<file path="src/rtl/pjk_pkg.sv">
package pjk_pkg;

    typedef enum logic {
        PH_LOW  = 1'b0,
        PH_HIGH = 1'b1
    } phase_t;

    // Result an ideal edge-sampled JK element would produce
    function automatic logic jk_ideal(input logic j, input logic k, input logic cur);
        logic res;
        unique case ({j, k})
            2'b10:   res = 1'b1;
            2'b01:   res = 1'b0;
            2'b11:   res = ~cur;
            default: res = cur;
        endcase
        return res;
    endfunction

endpackage

</file>
<file path="src/rtl/pjk_sync.sv">
module pjk_sync #(
    parameter int W      = 3,
    parameter int STAGES = 2
) (
    input  logic         clk,
    input  logic         rst,
    input  logic [W-1:0] d,
    output logic [W-1:0] q
);
    localparam int LAST = STAGES - 1;

    logic [STAGES-1:0][W-1:0] chain;

    always_ff @(posedge clk) begin
        if (rst) begin
            chain <= '0;
        end else begin
            chain[0] <= d;
            for (int i = 1; i < STAGES; i++) begin
                chain[i] <= chain[i-1];
            end
        end
    end

    assign q = chain[LAST];
endmodule

</file>
<file path="src/rtl/pjk_ctrl.sv">
module pjk_ctrl
    import pjk_pkg::*;
(
    input  logic clk,
    input  logic rst,
    input  logic ctl_s,
    output logic en_master,
    output logic xfer
);
    phase_t state, state_nx;

    always_ff @(posedge clk) begin
        if (rst) begin
            state <= PH_LOW;
        end else begin
            state <= state_nx;
        end
    end

    always_comb begin
        state_nx  = state;
        en_master = 1'b0;
        xfer      = 1'b0;
        unique case (state)
            PH_LOW: begin
                en_master = ctl_s;
                if (ctl_s) begin
                    state_nx = PH_HIGH;
                end
            end
            PH_HIGH: begin
                en_master = ctl_s;
                if (!ctl_s) begin
                    state_nx = PH_LOW;
                    xfer     = 1'b1;
                end
            end
        endcase
    end
endmodule

</file>
<file path="src/rtl/pjk_cell.sv">
module pjk_cell
    import pjk_pkg::*;
(
    input  logic clk,
    input  logic rst,
    input  logic mode_sr,
    input  logic en_master,
    input  logic xfer,
    input  logic j,
    input  logic k,
    output logic q,
    output logic zero_catch,
    output logic one_catch,
    output logic sr_invalid
);
    logic master_r, slave_r;
    logic set_g, clr_g, master_d;
    logic ideal, bad_sr, mismatch;

    always_comb begin
        if (mode_sr) begin
            set_g = j & ~k;
            clr_g = k & ~j;
        end else begin
            set_g = j & ~slave_r;
            clr_g = k & slave_r;
        end

        master_d = master_r;
        if (en_master) begin
            if (set_g) begin
                master_d = 1'b1;
            end else if (clr_g) begin
                master_d = 1'b0;
            end
        end

        ideal    = jk_ideal(j, k, slave_r);
        bad_sr   = xfer & mode_sr & j & k;
        mismatch = xfer & ~mode_sr & (master_r != ideal);
    end

    always_ff @(posedge clk) begin
        if (rst) begin
            master_r   <= 1'b0;
            slave_r    <= 1'b0;
            zero_catch <= 1'b0;
            one_catch  <= 1'b0;
            sr_invalid <= 1'b0;
        end else begin
            master_r   <= master_d;
            zero_catch <= mismatch & ~master_r;
            one_catch  <= mismatch & master_r;
            sr_invalid <= bad_sr;
            if (bad_sr) begin
                master_r <= slave_r;
            end else if (xfer) begin
                slave_r <= master_r;
            end
        end
    end

    assign q = slave_r;
endmodule

</file>
<file path="src/rtl/pulse_jk_emu.sv">
module pulse_jk_emu #(
    parameter int SYNC_STAGES = 2
) (
    input  logic clk,
    input  logic rst,
    input  logic mode_sr,
    input  logic ctl_in,
    input  logic j_in,
    input  logic k_in,
    output logic q,
    output logic q_n,
    output logic zero_catch,
    output logic one_catch,
    output logic sr_invalid
);
    localparam int NSIG = 3;

    logic [NSIG-1:0] raw_in, syn_out;
    logic            ctl_s, j_s, k_s;
    logic            en_master, xfer;

    assign raw_in = {ctl_in, j_in, k_in};
    assign {ctl_s, j_s, k_s} = syn_out;

    pjk_sync #(.W(NSIG), .STAGES(SYNC_STAGES)) u_sync (
        .clk (clk),
        .rst (rst),
        .d   (raw_in),
        .q   (syn_out)
    );

    pjk_ctrl u_ctrl (
        .clk       (clk),
        .rst       (rst),
        .ctl_s     (ctl_s),
        .en_master (en_master),
        .xfer      (xfer)
    );

    pjk_cell u_cell (
        .clk        (clk),
        .rst        (rst),
        .mode_sr    (mode_sr),
        .en_master  (en_master),
        .xfer       (xfer),
        .j          (j_s),
        .k          (k_s),
        .q          (q),
        .zero_catch (zero_catch),
        .one_catch  (one_catch),
        .sr_invalid (sr_invalid)
    );

    assign q_n = ~q;
endmodule

</file>
<file path="config.mk">
export PLATFORM = sky130hd
export DESIGN_NAME = pulse_jk_emu
export DESIGN_NICKNAME = d
export VERILOG_FILES = /design/src/rtl/pjk_pkg.sv /design/src/rtl/pjk_sync.sv /design/src/rtl/pjk_ctrl.sv /design/src/rtl/pjk_cell.sv /design/src/rtl/pulse_jk_emu.sv
export SDC_FILE = /design/constraint.sdc
export NUM_CORES = 1
export LEC_CHECK = 0
export BUFFER_PORTS_ARGS = -buffer_cell sky130_fd_sc_hd__buf_4
export CORE_AREA = 4 4 41 43
export CTS_BUF_LIST = sky130_fd_sc_hd__clkbuf_16
export CTS_CLUSTER_SIZE = 10
export DETAILED_ROUTE_END_ITERATION = 6
export DIE_AREA = 0 0 45 47
export PLACE_DENSITY = 0.51
export SYNTH_ARGS = -nofsm -noshare
export SYNTH_HDL_FRONTEND = slang
export SYNTH_SLANG_ARGS = --single-unit
</file>
<file path="constraint.sdc">
create_clock -name clk -period 1.1 [get_ports clk]
set_clock_uncertainty 0.2 [all_clocks]
set_input_delay 0.22 -clock clk [delete_from_list [all_inputs] [get_ports clk]]
set_output_delay 0.22 -clock clk [all_outputs]
set_load 0.1 [all_outputs]
</file>
Word level (Yosys, flattened, before mapping)
Index checks and enable logic that the tools add are counted.
Widths: inputs -> output; s select.
{"block": "totals", "register_bits": 12}
{"block": "classes", "reduce_logical": 4, "muxes": 10, "n_bitwise": 17, "eq_ne": 4}
{"operator": "$and 1x1->1", "n": 11}
{"operator": "$mux 1", "n": 9}
{"operator": "$not 1->1", "n": 6}
{"operator": "$eq 2x2->1 const B", "n": 2}
{"operator": "$reduce_and 2->1", "n": 2}
{"operator": "$pmux 1 s3", "n": 1}
{"operator": "$reduce_bool 3->1", "n": 1}
{"operator": "$eq 2x1->1 const B", "n": 1}
{"operator": "$reduce_bool 2->1", "n": 1}
{"operator": "$ne 1x1->1", "n": 1}

Depth between registers and ports, before layout
Gate-level depths: netlist of the first run.
{"block": "logic_depth", "depth_word": 7, "ltp_mapped": 3, "ltp_nobuf": 3}

Cells and area by module
Synthesis of the first run repeated with hierarchy kept, for this count alone.
{"block": "unflattened", "cells_unflattened": 44, "hier_area_um2": 454.2}
{"mod": "pjk_cell", "instances": 1, "cells_each": 24, "area_per_inst_um2": 227.7}
{"mod": "pjk_sync", "instances": 1, "cells_each": 15, "area_per_inst_um2": 180.2}
{"mod": "pjk_ctrl", "instances": 1, "cells_each": 4, "area_per_inst_um2": 42.5}
{"mod": "pulse_jk_emu", "instances": 1, "cells_each": 1, "area_per_inst_um2": 3.8}

Worst setup path before layout of the first run
Ideal clock, no wire load.
{"block": "synth_timing", "kind": "reg-to-reg", "startpoint": "register u_cell.slave_r (netlist: u_cell.q)", "endpoint": "register u_cell.master_r", "n_path_buf": 0, "setup_slack_ns": -1.408, "t_required_ns": 0.767, "synth_period_minus_slack_ns": 2.508, "path_stages_with_launch": 4, "t_arrival_ns": 2.175, "cell_sequence": "dfxtp_1 > inv_1 > o2111ai_1 > a311oi_1"}
{"block": "synth_between", "elab_chain_cells": 6}
{"element": "start: declaration", "line_no": "pjk_cell.sv:16", "rtl": "logic master_r, slave_r;"}
{"element": "start signal: assignment", "line_no": "pjk_cell.sv:58", "rtl": "slave_r <= master_r;"}
{"element": "$not 1->1 *"}
{"element": "net q_n", "line_no": "pulse_jk_emu.sv:11", "rtl": "output logic q_n,"}
{"element": "$and 1x1->1 *", "line_no": "pjk_cell.sv:25", "rtl": "set_g = j & ~slave_r;"}
{"element": "$mux 1 *", "line_no": "pjk_cell.sv:21", "rtl": "if (mode_sr) begin"}
{"element": "$mux 1", "line_no": "pjk_cell.sv:31", "rtl": "if (set_g) begin"}
{"element": "$mux 1", "line_no": "pjk_cell.sv:30", "rtl": "if (en_master) begin"}
{"element": "$mux 1", "line_no": "pjk_cell.sv:55", "rtl": "if (bad_sr) begin"}
{"element": "end signal: assignment", "line_no": "pjk_cell.sv:51", "rtl": "master_r <= master_d;"}
{"element": "end signal: assignment", "line_no": "pjk_cell.sv:56", "rtl": "master_r <= slave_r;"}
{"element": "end: declaration", "line_no": "pjk_cell.sv:16"}
Mark *: on every way through the listed nets, which the timed path passes. The rest lies on a longest branch. The select of a mux whose other input is x is not followed.
A chain may end at the register's enable or synchronous reset.

Final worst setup path of the first run
{"block": "layout_timing", "startpoint": "register u_cell.slave_r (netlist: u_cell.q)", "endpoint": "output port q_n"}
{"block": "layout_between", "elab_chain_cells": 1}
{"element": "$not 1->1", "line_no": "pulse_jk_emu.sv:54", "rtl": "assign q_n = ~q;"}
{"element": "end: declaration", "line_no": "pulse_jk_emu.sv:11"}
Every way passes these cells.

==> flow_summary.ini, run 1 <==
[synthesis]
syn-cell-area_um2 = 415.4
synth_area_leaders = dfxtp_1 (58%), nor2b_1 (14%), and3_1 (3.0%)
synth_top_cell_by_area = dfxtp_1
synth_top_cell_area_share_pct = 57.83
syn-num-nets = 49
ys_async_sr_fraction_pct = 0
yosysUniqueCellTypes = 17
synth_edf_count = 0
ys.flop_type = dfxtp_1
yosys_warnings = 0
ys_ff_latch = 12
syn_inst = 43
syn_avg_cell_area_um2 = 9.660
ys_seq_area_share_pct = 57.83

[sta]
slew_viol_final = 0
setup_slack_ps = -203.3
hold_viol = 0
relSlewSlack_pct = 86.13
worst_pin_slew_ps = 206.7
setup_viol = 8
period_needed_ps = 1303
grt_setup_unrepaired = yes
max_freq_mhz = 767.3
period_share_pct = 118.5

[finish]
fin_cells = 77
ff_latch_area_um2 = 251.5
layout_commonest_cell = buf_4
final_cell_mix = buf_4 (9), nor2b_1 (8), dfxtp_2 (6), dfxtp_1 (5), buf_12 (4)
finalNetCount = 69
area.growth.synth_to_final_pct = 81.02
drive_gt1_share_pct = 51.61
multiInputGateArea_um2 = 214.0
antenna_cells = 0
fillCellCount = 111

[die]
rows = 13
die_area_um2 = 2115
start_util_pct = 31.92
core_area_um2 = 1301
die_y_um = 47
die_x_um = 45
pin_count = 11

[worst_setup_path]
critPathTopFamily = flip-flops
reg2reg_slack_ps = -130
critPathBufInv = 2
ff2ff_path_depth = 4
crit_arrival_ps = 880
r2r-end = u_cell.master_r
required_ps = 680
cp-end-kind = output port
rr_startpoint = u_cell.q
crit_chain = clkinvlp_4 -> buf_12
slowest_stage = dfxtp_4
cp_max_fo = 4
worst_setup_path_start_kind = flip-flop
cp.depth = 2
critPathMaxStageDelay_ps = 370
crit_type = reg2out

[global_route]
antenna_found_initial = 0
grt_pass1_vias = 346
grt_pass1_wl_um = 1393
grt_max_degree = 11
grt_overflow = 0
grt_usage_pct = 9.539

[min_path]
hold_depth = 2
holdCritPathClass = in2reg
worstHoldStart = j_in
whs_endpoint = u_sync.chain[1]

[clocking]
cts_buffers = 3
clockRootBuffer = clkbuf_16
path_clk_slew_ps = 40
htree_levels = 1
cts_num_sinks = 12
clk_path_buf_depth = 2
cts_tree = done
clk_latency_ps = 230

[pwr]
irDropWorstVdd_mv = 0.8274
leakagePower_nw = 0.3067
power.total_w = 0.001154
power_density_nw_per_um2 = 1535

[status]
violations = setup timing
status = finished, violations left

[placed_design]
place_ws_ps = -83.54
port_buffers = 10
gp_congestion = 0.7513
dp.cells = 69

[detailed_routing]
wl_um = 887
drtPass1Iterations = 4
dr_total_vias = 374
ant_nets = 0
wl_per_cell_um = 11.52
drc = 0
vias_per_cell = 4.857
detail_route.iter0.violations = 4

[job]
maxCapViolations = 0
## cells in the mapped netlist (2+ instances only)
| cell | n |
|---|---|
| nor3_1 | 2 |
| nand3_1 | 2 |
| a21oi_1 | 2 |
| dfxtp_1 | 12 |
| and3_1 | 2 |
| nor2b_1 | 9 |
| nor2_1 | 2 |
| nand2_1 | 3 |
## metal layers
| layer | wire length [µm] | up-vias | part of all wire, % | global-route usage (%) |
|---|---|---|---|---|
| li1 | - | 185 | - | - |
| met4 | 30 | 0 | 3.4 | 8.772 |
| met3 | 67 | 4 | 7.6 | 1.533 |
| met2 | 446 | 16 | 50 | 16.95 |
| met5 | 0 | - | 0 | 0 |
| met1 | 342 | 169 | 39 | 9.491 |
## kinds of logic after synthesis
logic type             count (synthesis)  synth area share [%]
AOI/OAI and AO/OA                      6                 9.639
buffers and inverters                  2                 1.805
DFF                                   12                 57.83
and+or+nand+nor                       23                 30.72
## flip-flops by register name (all words and copies together) (netlist names)
signal	count
u_cell.one_catch	1
u_sync.chain	3
u_cell.sr_invalid	1
u_sync.q	3
u_cell.zero_catch	1
u_cell.q	1
u_ctrl.state	1
u_cell.master_r	1
## worst max-delay path by stage
stage	end	slack (ps)	from
4_1_cts	q_n	-200	u_cell.q
3_5_place_dp	u_cell.master_r	-80	mode_sr
5_1_grt	q_n	-220	u_cell.q
2_1_floorplan	u_cell.master_r	-740	u_cell.q
6_report	q_n	-200	u_cell.q
3_3_place_gp	u_cell.master_r	-70	mode_sr
## through the flow
step,instance area [µm²],setup TNS [ps],hold WS [ps],util [%]
floorplan,426.7,-2452,148.2,-
global placement,531.8,-147.9,219.1,40.87
detailed placement,531.8,-179.5,225.5,40.87
CTS,719.4,-790.2,1.377,55.29
global route,752.0,-912.3,13.08,57.79
finish,752.0,-737.9,1.976,57.79
## power breakdown
part           switching, W  internal [W]  total (W)
Clock              0.000164      0.000476   0.000640
Combinational     0.0000245     0.0000345  0.0000590
Sequential       0.00000829      0.000447   0.000456
## worst register-to-register path, stage by stage, from the launching register on
cell	delay [ps]
dfxtp_4	350
clkinvlp_4	90
buf_4	130
o2111ai_2	100
a311oi_1	270
## area by class of cell
cell class                      instances  share of cell area [%]
Timing Repair Buffer                   16                   24.13
Sequential cell                        12                   33.44
Inverter                                1                  0.9983
Clock inverter                          1                  0.4992
Clock buffer                            3                   9.983
Tap cell                               15                   2.496
Multi-Input combinational cell         29                   28.45
## timing repair
item	CTS	global route
pin swaps	1	3
setup endpoints to repair	8	11
gates resized for setup	18	9
gates cloned	0	0
hold buffers	2	0
endpoints found under the hold margin	2	0
setup buffers	2	0
No activity file was read; power rests on OpenSTA's default activity.
==> run 2: changes to the inputs <==
CORE_AREA = not set   (was 4 4 41 43)
CORE_MARGIN = 4   (was not set)
CORE_UTILIZATION = 35   (was not set)
DIE_AREA = not set   (was 0 0 45 47)
PLACE_DENSITY = 0.55   (was 0.51)
SYNTH_HIERARCHICAL = 1   (was not set)
==> flow_summary.ini, run 2 <==
[sta]
period_needed_ps = 1291
max_freq_mhz = 774.4
setup_slack_ps = -191.3
relSlewSlack_pct = 85.91
hold_viol = 1
whs_ps = -0.09806
worst_pin_slew_ps = 209.5
slew_viol_final = 0
period_share_pct = 117.4
setup_viol = 10
grt_setup_unrepaired = yes

[synthesis]
yosys_warnings = 6
ys.flop_type = dfxtp_1
syn_avg_cell_area_um2 = 10.32
syn_inst = 44
synth_top_cell_by_area = dfxtp_1
yosysUniqueCellTypes = 20
ys_seq_area_share_pct = 52.89
syn-num-nets = 50
syn-cell-area_um2 = 454.2
ys_async_sr_fraction_pct = 0
synth_top_cell_area_share_pct = 52.89
yosysMostFrequentCell = dfxtp_1
synth_commonest_cells = dfxtp_1 (12), nor2b_1 (7), buf_4 (4), inv_1 (3), nor2_1 (3)
synth_edf_count = 0
ys_ff_latch = 12
synth_area_leaders = dfxtp_1 (53%), nor2b_1 (9.6%), buf_4 (6.6%)

[die]
die_y_um = 44.03
die_area_um2 = 1938
rows = 12
die_x_um = 44.03
pin_count = 11
core_area_um2 = 1171
start_util_pct = 38.78

[worst_setup_path]
crit_chain = clkinvlp_4 -> buf_8
critPathMaxStageDelay_ps = 370
crit_arrival_ps = 870
cp-end-kind = output port
crit_type = reg2out
slowest_stage = dfxtp_4
cp_max_fo = 4
worst_setup_path_start_kind = flip-flop
required_ps = 680
reg2reg_slack_ps = -170

[detailed_routing]
vias_per_cell = 4.732
ant_nets = 0
wl_um = 797
wl_per_cell_um = 11.23
detail_route.iter0.violations = 2
drc = 0
dr_total_vias = 336
drtPass1Iterations = 2

[clocking]
cts_tree = done
clk_latency_ps = 240
cts_buffers = 3
path_clk_slew_ps = 40
htree_levels = 1
clockRootBuffer = clkbuf_16
clk_path_buf_depth = 2
cts_num_sinks = 12

[job]
maxCapViolations = 0

[pwr]
power_density_nw_per_um2 = 1568
power.total_w = 0.001166
irDropWorstVdd_mv = 1.018
leakagePower_nw = 0.2888

[placed_design]
port_buffers = 10
dp.cells = 64
place_area_um2 = 550.5
gp_congestion = 0.6383
place_ws_ps = -102.9

[finish]
multiInputGateArea_um2 = 225.2
fin_cells = 71
antenna_cells = 0
fillCellCount = 98
area.growth.synth_to_final_pct = 63.64
drive_gt1_share_pct = 54.39
ff_latch_area_um2 = 254.0
final_cell_mix = buf_4 (6), nor2b_1 (6), dfxtp_1 (5), dfxtp_2 (5)
finalNetCount = 64
fin_area_um2 = 743.2

[min_path]
holdCritPathClass = in2reg

[global_route]
antenna_found_initial = 0
grt_max_degree = 13
grt_pass1_vias = 354
grt_pass1_wl_um = 1380
grt_usage_pct = 10.28
grt_overflow = 0

[status]
status = finished, violations left
violations = hold timing, setup timing
## run 2: changes by cell type in the layout (fill, tap and decap cells not counted), sizes merged, moves of 2 or more
cell and change:
and3 -2, nor3 -2, nand2 -2, buf -2, inv +2
## run 2: final timing paths
| check | from | endpoint | cells after the start |
|---|---|---|---|
| min reg2reg | u_sync/chain[0] | u_sync/q[0] | 1 |
| max | u_cell/q | q_n | 2 |
| min | k_in | u_sync/chain[0] | 2 |
| max reg2reg | u_cell/q | u_cell/one_catch | 3 |
## run 2: critical path: cells and delay by family, from the launching register on
kind | cells | cell delay, ps
DFF | 1 | 370
buffers and inverters | 2 | 260
## run 2: kinds of logic after synthesis
kind of cell / count (synthesis) / share of synthesized area (%)
and+or+nand+nor: 19 / 26.45
muxes: 1 / 2.204
DFF: 12 / 52.89
buffers and inverters: 7 / 9.091
AOI/OAI and AO/OA: 5 / 9.368
## run 2: repair_timing
item | CTS | global route
endpoints found under the hold margin | 1 | 0
buffers inserted | 2 | 0
pin swaps | 2 | 3
gates resized for setup | 15 | 7
hold buffers | 1 | 0
setup endpoints to repair | 8 | 10
## run 2: through the flow
| step | hold slack, ps | setup TNS [ps] | utilization [%] |
|---|---|---|---|
| 2_1_floorplan | 73.27 | -920.5 | - |
| 3_3_place_gp | 221.3 | -186.3 | 47.01 |
| 3_5_place_dp | 228.0 | -239.0 | 47.01 |
| 4_1_cts | 2.366 | -915.1 | 60.36 |
| 5_1_grt | 26.40 | -1379 | 63.46 |
| 6_report | -0.09806 | -990.2 | 63.46 |
## run 2: layout make-up
type / count / share of cell area, %
flip-flops and latches: 12 / 34.18
well taps: 14 / 2.357
repair buffers: 13 / 20.54
clock buffers: 3 / 10.10
multi-input cells: 25 / 30.30
clock inverters: 1 / 0.5051
inverters: 3 / 2.020
## run 2: where the power goes
| group | leakage, nW | switching, W | internal [W] |
|---|---|---|---|
| combinational | 0.145 | 0.0000232 | 0.0000289 |
| clock | 0.0423 | 0.000182 | 0.000477 |
| sequential | 0.102 | 0.00000840 | 0.000445 |
| total | 0.289 | 0.000214 | 0.000951 |
## run 2: layer usage
metal  vias up  GRT usage, %  share of wire [%]
li1        168             -                  -
met1       151         10.34                 41
met2        14         15.70                 45
met3         3         4.878                 10
met4         0         9.036                3.4
met5         -             0                  0
